==> src/rtl/wake_timer_pkg.sv <==
`timescale 1ns/1ps
package wake_timer_pkg;
  typedef enum logic [2:0] {
    ST_OFF   = 3'd0,
    ST_REQ   = 3'd1,
    ST_ALIGN = 3'd2,
    ST_MEAS  = 3'd3,
    ST_RUN   = 3'd4
  } cal_st_t;
endpackage

==> src/rtl/wake_timer_cal.sv <==
`timescale 1ns/1ps
module wake_timer_cal
  import wake_timer_pkg::*;
#(
  parameter int CAL_SLOW   = 8,
  parameter int FULL       = 200,
  parameter int FW         = 8,
  parameter int CAL_IVL_MS = 40000
) (
  input  logic          clk,
  input  logic          rst_n,
  input  logic          en_i,
  input  logic          autocal_i,
  input  logic          slow_tick_i,
  input  logic          xtal_tick_i,
  input  logic          xtal_rdy_i,
  input  logic          ms_tick_i,
  output logic [FW-1:0] factor_o,
  output logic          vld_o,
  output logic          req_o
);
  localparam int SW = (CAL_SLOW > 1) ? $clog2(CAL_SLOW) : 1;
  localparam int IW = $clog2(CAL_IVL_MS + 1);
  localparam logic [FW-1:0] FULL_V = FW'(FULL);
  localparam logic [SW-1:0] SLOW_LAST = SW'(CAL_SLOW - 1);
  localparam logic [IW-1:0] IVL_LAST = IW'(CAL_IVL_MS - 1);

  cal_st_t       st;
  logic [SW-1:0] slow_cnt;
  logic [FW-1:0] xcnt, xnext;
  logic [IW-1:0] ivl_cnt;

  // crystal count including a strobe arriving in this cycle, saturated
  always_comb begin
    xnext = xcnt;
    if (xtal_tick_i && xcnt < FULL_V) xnext = xcnt + 1'b1;
  end

  always_ff @(posedge clk or negedge rst_n) begin
    if (!rst_n) begin
      st       <= ST_OFF;
      slow_cnt <= '0;
      xcnt     <= '0;
      ivl_cnt  <= '0;
      factor_o <= '0;
      vld_o    <= 1'b0;
    end else if (!en_i) begin
      st       <= ST_OFF;
      slow_cnt <= '0;
      xcnt     <= '0;
      ivl_cnt  <= '0;
      factor_o <= '0;
      vld_o    <= 1'b0;
    end else begin
      case (st)
        ST_OFF:   st <= ST_REQ;
        ST_REQ:   if (xtal_rdy_i) st <= ST_ALIGN;
        ST_ALIGN: if (slow_tick_i) begin
          st       <= ST_MEAS;
          slow_cnt <= '0;
          xcnt     <= '0;
        end
        ST_MEAS: begin
          xcnt <= xnext;
          if (slow_tick_i) begin
            if (slow_cnt == SLOW_LAST) begin
              factor_o <= xnext;
              vld_o    <= 1'b1;
              ivl_cnt  <= '0;
              st       <= ST_RUN;
            end else begin
              slow_cnt <= slow_cnt + 1'b1;
            end
          end
        end
        ST_RUN: if (ms_tick_i) begin
          if (autocal_i && ivl_cnt == IVL_LAST) begin
            ivl_cnt <= '0;
            st      <= ST_REQ;
          end else if (ivl_cnt != IVL_LAST) begin
            ivl_cnt <= ivl_cnt + 1'b1;
          end
        end
        default: st <= ST_OFF;
      endcase
    end
  end

  assign req_o = (st == ST_REQ) || (st == ST_ALIGN) || (st == ST_MEAS);
endmodule

==> src/rtl/wake_timer_msgen.sv <==
`timescale 1ns/1ps
module wake_timer_msgen #(
  parameter int FULL = 200,
  parameter int FW   = 8
) (
  input  logic          clk,
  input  logic          rst_n,
  input  logic          en_i,
  input  logic          vld_i,
  input  logic          slow_tick_i,
  input  logic [FW-1:0] factor_i,
  output logic          ms_tick_o
);
  localparam logic [FW:0] FULL_V = (FW+1)'(FULL);

  logic [FW-1:0] acc;
  logic [FW:0]   sum;

  assign sum = {1'b0, acc} + {1'b0, factor_i};

  always_ff @(posedge clk or negedge rst_n) begin
    if (!rst_n) begin
      acc       <= '0;
      ms_tick_o <= 1'b0;
    end else if (!en_i || !vld_i) begin
      acc       <= '0;
      ms_tick_o <= 1'b0;
    end else begin
      ms_tick_o <= 1'b0;
      if (slow_tick_i) begin
        if (sum >= FULL_V) begin
          acc       <= FW'(sum - FULL_V);
          ms_tick_o <= 1'b1;
        end else begin
          acc <= sum[FW-1:0];
        end
      end
    end
  end
endmodule

==> src/rtl/wake_timer_period.sv <==
`timescale 1ns/1ps
module wake_timer_period #(
  parameter int MW = 8,
  parameter int RW = 5
) (
  input  logic          clk,
  input  logic          rst_n,
  input  logic          en_i,
  input  logic          ms_tick_i,
  input  logic [MW-1:0] mant_i,
  input  logic [RW-1:0] exp_i,
  output logic          wake_o
);
  localparam int TW = MW + (1 << RW) - 1;

  logic [TW-1:0] target, cnt;
  logic [TW:0]   cnt_nx;

  assign target = TW'(mant_i) << exp_i;
  assign cnt_nx = {1'b0, cnt} + 1'b1;

  always_ff @(posedge clk or negedge rst_n) begin
    if (!rst_n) begin
      cnt    <= '0;
      wake_o <= 1'b0;
    end else if (!en_i || mant_i == '0) begin
      cnt    <= '0;
      wake_o <= 1'b0;
    end else begin
      wake_o <= 1'b0;
      if (ms_tick_i) begin
        if (cnt_nx >= {1'b0, target}) begin
          cnt    <= '0;
          wake_o <= 1'b1;
        end else begin
          cnt <= cnt_nx[TW-1:0];
        end
      end
    end
  end
endmodule

==> src/rtl/wake_timer.sv <==
`timescale 1ns/1ps
module wake_timer #(
  parameter int CAL_SLOW    = 8,
  parameter int XTAL_PER_MS = 10000,
  parameter int CAL_IVL_MS  = 40000,
  parameter int MW          = 8,
  parameter int RW          = 5
) (
  input  logic          clk,
  input  logic          rst_n,
  input  logic          en_i,
  input  logic          autocal_en_i,
  input  logic          slow_tick_i,
  input  logic          xtal_tick_i,
  input  logic          xtal_rdy_i,
  input  logic [MW-1:0] per_mant_i,
  input  logic [RW-1:0] per_exp_i,
  output logic          wake_o,
  output logic          xtal_req_o
);
  localparam int FULL = CAL_SLOW * XTAL_PER_MS;
  localparam int FW   = $clog2(FULL + 1);

  logic [FW-1:0] factor;
  logic          cal_vld;
  logic          ms_tick;

  wake_timer_cal #(
    .CAL_SLOW(CAL_SLOW), .FULL(FULL), .FW(FW), .CAL_IVL_MS(CAL_IVL_MS)
  ) u_cal (
    .clk(clk), .rst_n(rst_n), .en_i(en_i), .autocal_i(autocal_en_i),
    .slow_tick_i(slow_tick_i), .xtal_tick_i(xtal_tick_i),
    .xtal_rdy_i(xtal_rdy_i), .ms_tick_i(ms_tick),
    .factor_o(factor), .vld_o(cal_vld), .req_o(xtal_req_o)
  );

  wake_timer_msgen #(.FULL(FULL), .FW(FW)) u_msgen (
    .clk(clk), .rst_n(rst_n), .en_i(en_i), .vld_i(cal_vld),
    .slow_tick_i(slow_tick_i), .factor_i(factor), .ms_tick_o(ms_tick)
  );

  wake_timer_period #(.MW(MW), .RW(RW)) u_period (
    .clk(clk), .rst_n(rst_n), .en_i(en_i), .ms_tick_i(ms_tick),
    .mant_i(per_mant_i), .exp_i(per_exp_i), .wake_o(wake_o)
  );
endmodule

==> config.mk <==
export PLATFORM = sky130hd
export DESIGN_NAME = wake_timer
export DESIGN_NICKNAME = d
export VERILOG_FILES = /design/src/rtl/wake_timer_pkg.sv /design/src/rtl/wake_timer_cal.sv /design/src/rtl/wake_timer_msgen.sv /design/src/rtl/wake_timer_period.sv /design/src/rtl/wake_timer.sv
export SDC_FILE = /design/constraint.sdc
export NUM_CORES = 1
export LEC_CHECK = 0
export ABC_AREA = 1
export BUFFER_PORTS_ARGS = -buffer_cell sky130_fd_sc_hd__buf_2
export CORE_ASPECT_RATIO = 1.2
export CORE_MARGIN = 2
export CORE_UTILIZATION = 50
export CTS_CLUSTER_SIZE = 14
export DETAILED_ROUTE_END_ITERATION = 10
export PLACE_DENSITY_LB_ADDON = 0.05
export SYNTH_ARGS = -nofsm -noshare
export SYNTH_HDL_FRONTEND = slang
export SYNTH_SLANG_ARGS = --single-unit
==> constraint.sdc <==
create_clock -name clk -period 3.9 [get_ports clk]
set_input_delay 0.585 -clock clk [delete_from_list [all_inputs] [get_ports clk]]
set_output_delay 0.585 -clock clk [all_outputs]
set_load 0.01 [all_outputs]
==> metrics.md, run 1 <==
| Metric | Value |
|---|---|
| Period utilization | 89.8% |
| GRT Total Usage | 27.0% |
| Power density cells | approximately 320 nW/µm² |
| Most used DFF post-synth | dfrtp_1 |
| RSZ-0062 raised after global routing | false |
| Drt pass-1 iters | 5 |
| Combinational share of power | 11.3% |
| Hold Vio Cnt, Final | 0 |
| Most common cell after layout, fill and taps aside | nand2_1 |
| CTS sink count | 115 |
| Post-Syn Area | 9490 µm² |
| Fin. max-slew vios | 0 |
| Sum of negative setup slack | 0 ns |
| Worst Path Buf+Inv | 7 |
| WP data required | approximately 4.2 ns |
| Boundary Pins | 22 |
| Critical Path Start | u_period.cnt[0]$_DFFE_PN0P_ |
| Worst hold path class | in2async |
| Setup Skew | 0.0120 ns |
| Count of flip-flops with a built-in enable after synthesis | 0 |
| Final setup fails | 0 |
| WL/cell | around 15 µm |
| CTS tree | built |
| Synth-to-layout area growth | 10.9% |
| CP max-delay cell | dfrtp_1 |
| CP startpoint kind | register |
| DRC violations left | 0 |
| Vias per cell | 5.31 |
| Worst setup EP type | register |
| Global-route wire length before repair | around 43 mm |
| Number of buffers on the longest clock path | 2 |
| Asr flop ratio synth | 100% |
| Synthesized instance count | about 1,400 |
| TritonCTS buffer count | 17 |
| Die Area | between 20,000 and 25,000 µm² |
| Number of synthesized register bits | roughly 120 |
| CP peak stage delay | 0.34 ns |
| Worst Tran Pin Value | about 0.8 ns |
| Vias in the first global route | between 8,000 and 9,000 |
| Crit path max-delay family | simple AND/OR/NAND/NOR gates |
| Library cells used by synthesis | 51 |
| Clock H-tree levels | 4 |
| Routed wire length | 25.4 mm |
| Antenna violations before repair | 0 |
| Final min period | 3.50 ns |
| Vias | 8,807 |
| HPWL after DPL | between 20 and 25 mm |
| Max Cap Viol | 0 |
| Share of the synthesized area in the top cell type | 30.3% |
| RD Place Congestion | roughly 0.96 |
| Layout cell share with drive strength beyond 1 | 12.4% |
| Num rows | 55 |
| Crit Path Max Fanout | 14 |
| Cts-stage hold buffer count | 0 |
| CP most frequent cell | inv_1 |
| Sw Share | a little over a quarter |
| Int Power | roughly 2.4 mW |
| Post-synthesis sequential area ratio | 30.3% |
| Clock slew at reported path FFs | 0.06 ns |
| Design Area, Final | 10,500 µm² |
| CORE AREA | roughly 19,000 µm² |
| Fmax | 285 MHz |
| Power share of the sequential group | 37.4% |
| Grt ovf | 0 |
| CTS root buffer | clkbuf_16 |
| Top cells by area, synth | dfrtp_1 30%, nand2_1 16%, ha_1 8.2%, inv_1 6.1%, o21ai_0 4.4% |
| DRT antenna net count | 0 |
| Die Y | 155 µm |
| Status | finished, final reports clean |
| Final nets | 1,473 |
| Leading area contributor after synthesis | dfrtp_1 |
| Die W | between 100 and 150 µm |
| P_sw | 0.896 mW |
| Antenna fix cells | 0 |
| CP Cell Sequence | buf_4 -> nand2_1 -> nor2_4 -> nand2_2 -> nor2_4 -> inv_1 -> nor4_1 -> buf_4 -> xnor2_1 -> inv_1 -> ha_1 -> nand2_1 -> inv_1 -> nand3_1 -> nor4_1 -> inv_1 -> nor2_1 -> nand3_1 -> nand3_2 -> buf_4 -> o21ai_2 |
| Placed cell area | 9860 µm² |
| Critical path arrival | 3.80 ns |
| Ys Warns | 0 |
| Commonest cells after routing, fill and taps aside | 411 x nand2_1, 155 x inv_1, 115 x dfrtp_1 |
| Initial core utilization | between 50% and 60% |
| Port Buf Inserts | 21 |
| Clock group share of total power | 51.3% |
| Clock latency on the worst-skew pair | 0.42 ns |
| Largest net degree at the start of global routing | 89 |
| RR Startpoint | u_period.cnt[0]$_DFFE_PN0P_ |
| Initial drt markers | 501 |
| Leakage | 5.12 nW |
| Mean post-synth cell area | 6.91 µm² |
| Mapped Nets | 1,456 |
| WS Path Type | reg2reg |
| Max-slew headroom | approximately 46% |
| Peak VDD IR | roughly 290 µV |
[cell families (layout without fill, tap and decap cells)]
| logic type | after synthesis | count (layout) | synth area share [%] |
|---|---|---|---|
| flip-flops | 115 | 115 | 30.3 |
| AND/OR/NAND/NOR | 725 | 725 | 33.7 |
| XOR/XNOR | 56 | 56 | 5.17 |
| AO/OA/AOI/OAI | 209 | 209 | 13.6 |
| buffers and inverters | 203 | 233 | 8.56 |
| adder cells (fa/ha/maj) | 63 | 63 | 8.39 |
| multiplexers | 2 | 2 | 0.211 |
[synth_stat cells (8+ instances only)]
master / number
nand3_1: 83
nand2_2: 22
nor2_1: 103
clkbuf_1: 29
nand4_1: 25
inv_2: 8
o21ai_0: 84
nand3_2: 10
inv_1: 155
a21oi_1: 40
o21ai_2: 39
nor4_1: 19
nand2_1: 411
nor3_1: 21
xor2_1: 35
nor2_2: 12
ha_1: 62
o21ai_1: 11
o22ai_1: 9
dfrtp_1: 115
xnor2_1: 21
[sequential cells by signal, indices dropped and copies added (netlist names), 3 cells and up]
name,flops
u_cal.ivl_cnt,16
u_cal.xcnt,17
u_cal.st,3
u_cal.slow_cnt,3
u_period.cnt,39
u_msgen.acc,17
u_cal.factor_o,17
[what timing repair did]
item | 4_1_cts | 5_1_grt
setup endpoints to repair | 0 | 36
buffers inserted | 0 | 0
gates resized for setup | 0 | 2
[worst register-to-register path: stages, from the launching register on]
cell	delay [ns]
dfrtp_1	0.34
buf_4	0.15
nand2_1	0.09
nor2_4	0.17
nand2_2	0.16
nor2_4	0.18
inv_1	0.13
nor4_1	0.19
buf_4	0.17
xnor2_1	0.11
inv_1	0.08
ha_1	0.30
nand2_1	0.08
inv_1	0.05
nand3_1	0.08
nor4_1	0.26
inv_1	0.07
nor2_1	0.18
nand3_1	0.12
nand3_2	0.13
buf_4	0.26
o21ai_2	0.07
[path summary, 6_finish.rpt]
kind | end | slack, ns | cells past startpoint
max in group asynchronous | u_period.cnt[21]$_DFFE_PN0P_ | 3.02 | 2
max reg2reg | u_period.cnt[30]$_DFFE_PN0P_ | 0.40 | 21
min reg2reg | u_cal.factor_o[8]$_DFFE_PN0P_ | 0.49 | 2
min | u_msgen.acc[4]$_DFFE_PN0P_ | 0.09 | 1
max | u_period.cnt[30]$_DFFE_PN0P_ | 0.40 | 21
min in group clk | u_msgen.acc[13]$_DFFE_PN0P_ | 0.48 | 3
[layout make-up]
| class | count | area [µm²] |
|---|---|---|
| clock buffer | 19 | 443 |
| timing repair buffer | 36 | 245 |
| inverter | 165 | 619 |
| clock inverter | 13 | 198 |
| sequential | 115 | 2880 |
| multi-input combinational | 1055 | 5810 |
| fill | 1946 | 8200 |
| tap | 256 | 320 |
[layer usage]
layer  share of wire [%]  routed length [µm]  vias to the layer above  track usage [%]
met4                 3.8                 955                        0             11.4
met5                   0                   0                        -                0
li1                    -                   -                     4525                -
met2                  53               13400                      164             49.3
met3                 2.6                 670                       51             4.33
met1                  41               10400                     4067             30.9
[metrics by stage]
| step | power (mW) | setup slack, ns | cells | util, % | hold slack [ns] |
|---|---|---|---|---|---|
| floorplan | 1.51 | 0.740 | 1373 | - | 0.289 |
| global placement | 1.64 | 0.269 | 1627 | 52.7 | 0.474 |
| detailed placement | 1.64 | 0.337 | 1627 | 52.7 | 0.480 |
| CTS | 3.34 | 0.328 | 1659 | 56.1 | 0.0988 |
| global route | 3.45 | 0.000974 | 1659 | 56.2 | 0.110 |
| finish | 3.32 | 0.397 | 1659 | 56.2 | 0.0856 |
[power by group through the flow]
stage / registers, mW / logic [mW] / clock network [mW]
final: 1.24 / 0.375 / 1.70
after global routing: 1.24 / 0.435 / 1.77
after CTS: 1.24 / 0.380 / 1.72
after detailed placement: 1.26 / 0.380 / 0
after global placement: 1.26 / 0.376 / 0
after floorplan: 1.25 / 0.255 / 0
Power figures use the tool's default switching activity.
==> run 2: changes to the inputs <==
--- a/config.mk
+++ b/config.mk
@@ -8,7 +8,6 @@
 export ABC_AREA = 1
 export BUFFER_PORTS_ARGS = -buffer_cell sky130_fd_sc_hd__buf_2
 export CORE_ASPECT_RATIO = 1.2
-export CORE_MARGIN = 2
 export CORE_UTILIZATION = 50
 export CTS_CLUSTER_SIZE = 14
 export DETAILED_ROUTE_END_ITERATION = 10
==> metrics.md, run 2 (synthesized netlist as in run 1, its figures left out) <==
| Metric | Value |
|---|---|
| Status | finished, final reports clean |
| Sequential Area | 2880 µm² (unchanged) |
| Peak VDD IR | 286 µV (-1.2%) |
| Vias per cell | 5.34 (+0.58%) |
| CTS root buffer | clkbuf_16 |
| WP data required | 4.25 ns (+0.05 ns) |
| CP startpoint kind | register |
| Clock H-tree levels | 4 (unchanged) |
| Number of buffers on the longest clock path | 2 (unchanged) |
| Final nets | 1,473 (unchanged) |
| Critical path arrival | 3.94 ns (+0.14 ns) |
| CORE AREA | 18,400 µm² (-1.8%) |
| Port Buf Inserts | 21 (unchanged) |
| Fin. max-slew vios | 0 (unchanged) |
| Clock latency on the worst-skew pair | 0.42 ns (about the same) |
| Fin util | 56.8% (+0.58 points) |
| Drt pass-1 iters | 5 (unchanged) |
| Synth-to-layout area growth | 9.97% |
| Layout cell share with drive strength beyond 1 | 12.3% (-0.071 points) |
| Fmax | 278 MHz (-2.5%) |
| RR Startpoint | u_period.cnt[1]$_DFFE_PN0P_ |
| Setup Skew | 0.0100 ns (-0.00196 ns) |
| Sum of negative setup slack | 0 ns (unchanged) |
| Power density cells | 297 nW/µm² (-5.8%) |
| Hold Vio Cnt, Final | 0 (unchanged) |
| Die Y | 153 µm (-1.3%) |
| CP Cell Sequence | ha_1 -> nand2_2 -> nor2_2 -> nand2_2 -> nor3_4 -> nor3b_1 -> nand3_1 -> nor2_2 -> xnor2_1 -> clkinv_1 -> ha_1 -> nand2_1 -> o21ai_0 -> a221oi_2 -> nand3_1 -> a21oi_2 -> nand3_2 -> buf_12 -> o21ai_2 |
| Cts-stage hold buffer count | 0 (unchanged) |
| Crit Path Max Fanout | 24 (+10) |
| CP peak stage delay | 0.41 ns (+0.07 ns) |
| Clock slew at reported path FFs | 0.06 ns (about the same) |
| Max Cap Viol | 0 (unchanged) |
| Most common cell after layout, fill and taps aside | nand2_1 |
| Final total power | 3.10 mW (-6.6%) |
| Number of flip-flops in the largest register | 39 (unchanged) |
| Worst setup EP type | register |
| Crit path max-delay family | simple AND/OR/NAND/NOR gates |
| WL/cell | 15.7 µm (+2.5%) |
| Hold WS | 0.0625 ns (-0.0231 ns) |
| Die Area | 19,500 µm² (-2.8%) |
| Critical Path Start | u_period.cnt[1]$_DFFE_PN0P_ |
| Num rows | 54 (-1.8%) |
| Boundary Pins | 22 (unchanged) |
| DRC violations left | 0 (unchanged) |
| Global-route wire length before repair | 43.2 mm (+0.64%) |
| Max-slew headroom | 50.9% (+5.4 points) |
| Final min period | 3.59 ns (+0.0899 ns) |
| CTS sink count | 115 (unchanged) |
| Largest net degree at the start of global routing | 94 (+5.6%) |
| Routed wire length | 26.0 mm (+2.3%) |
| Period utilization | 92.1% (+2.3 points) |
| RSZ-0062 raised after global routing | false |
| Final setup fails | 0 (unchanged) |
| WS Path Type | reg2reg |
| Initial core utilization | 51.6% (+0.94 points) |
| Worst Path Buf+Inv | 2 (-5) |
| Worst Tran Pin Value | 0.733 ns (-0.0807 ns) |
| Antenna fix cells | 0 (unchanged) |
| TritonCTS buffer count | 17 (unchanged) |
| HPWL after DPL | 20.2 mm (about the same) |
| Multi-input gate area | 5810 µm² (-0.11%) |
| Antenna violations before repair | 0 (unchanged) |
| GRT Total Usage | 28.1% (+1.1 points) |
| Commonest cells after routing, fill and taps aside | 411 x nand2_1, 155 x inv_1, 115 x dfrtp_1 |
| Post-CTS Setup Inserts | 0 (unchanged) |
| # fillers | 1,876 (-3.6%) |
| Worst hold path class | in2async |
| Vias | 8,837 (+0.34%) |
| Grt ovf | 0 (unchanged) |
| CP max-delay cell | dfrtp_1 |
| RD Place Congestion | 0.939 (-2.1%) |
| Initial drt markers | 573 (+14%) |
| Register with the highest flop count | u_period.cnt |
| Vias in the first global route | 8,832 (+1.5%) |
| Leakage | 5.08 nW (-0.78%) |
| DRT antenna net count | 0 (unchanged) |
| Die W | 128 µm (-1.5%) |
| CTS tree | built |
## run 2: cell types whose count changed in the layout (fill, tap and decap cells not counted), sizes merged
cell,change
clkinvlp,+3
inv,-3
clkinv,+3
bufinv,-3
## run 2: layer usage
metal  track usage [%]  routed length, µm  vias up
li1                  -                  -     4514
met1              31.6              10600     4078
met2              51.7              13600      177
met3              3.57                650       68
met4              13.9               1130        0
met5                 0                  0        -
## run 2: layout make-up
type	instances	area share (%)
inverters	165	5.94
multi-input cells	1055	55.7
flip-flops and latches	115	27.6
well taps	252	3.02
clock buffers	19	4.25
clock inverters	13	1.07
repair buffers	36	2.47
## run 2: power by group
| group | internal (mW) | switching (mW) |
|---|---|---|
| Sequential | 1.22 | 0.0232 |
| Clock | 0.889 | 0.588 |
| Combinational | 0.103 | 0.277 |
## run 2: what timing repair did
item / CTS / global route
setup endpoints to repair: 0 / 37
resized for setup: 0 / 1
hold endpoints to repair: 0 / 0
## run 2: path summary, 6_finish.rpt
path                            cells past startpoint  slack, ns                            end
worst max-delay path                               19       0.31    u_period.cnt[2]$_DFFE_PN0P_
worst min-delay path                                1       0.06     u_msgen.acc[3]$_DFFE_PN0P_
worst max register to register                     19       0.31    u_period.cnt[2]$_DFFE_PN0P_
worst min register to register                      2       0.49  u_cal.factor_o[8]$_DFFE_PN0P_
max in group asynchronous                           2       3.03    u_msgen.acc[12]$_DFFE_PN0P_
min in group clk                                    3       0.48    u_msgen.acc[13]$_DFFE_PN0P_
## run 2: through the flow
stage	area, µm²	setup slack [ns]	std cells
finish	10400	0.307	1655
global route	10400	0.0244	1655
CTS	10400	0.265	1655
detailed placement	9870	0.199	1623
global placement	9870	0.243	1623
floorplan	9490	0.740	1373
## run 2: worst register-to-register path: cells and delay by family, from the launching register on
family                   cells  cell delay, ns
XOR/XNOR                     1            0.14
adder cells (fa/ha/maj)      2            0.53
buffers and inverters        2            0.32
AND/OR/NAND/NOR             10            1.46
flip-flops                   1            0.41
AO/OA/AOI/OAI                4            0.67
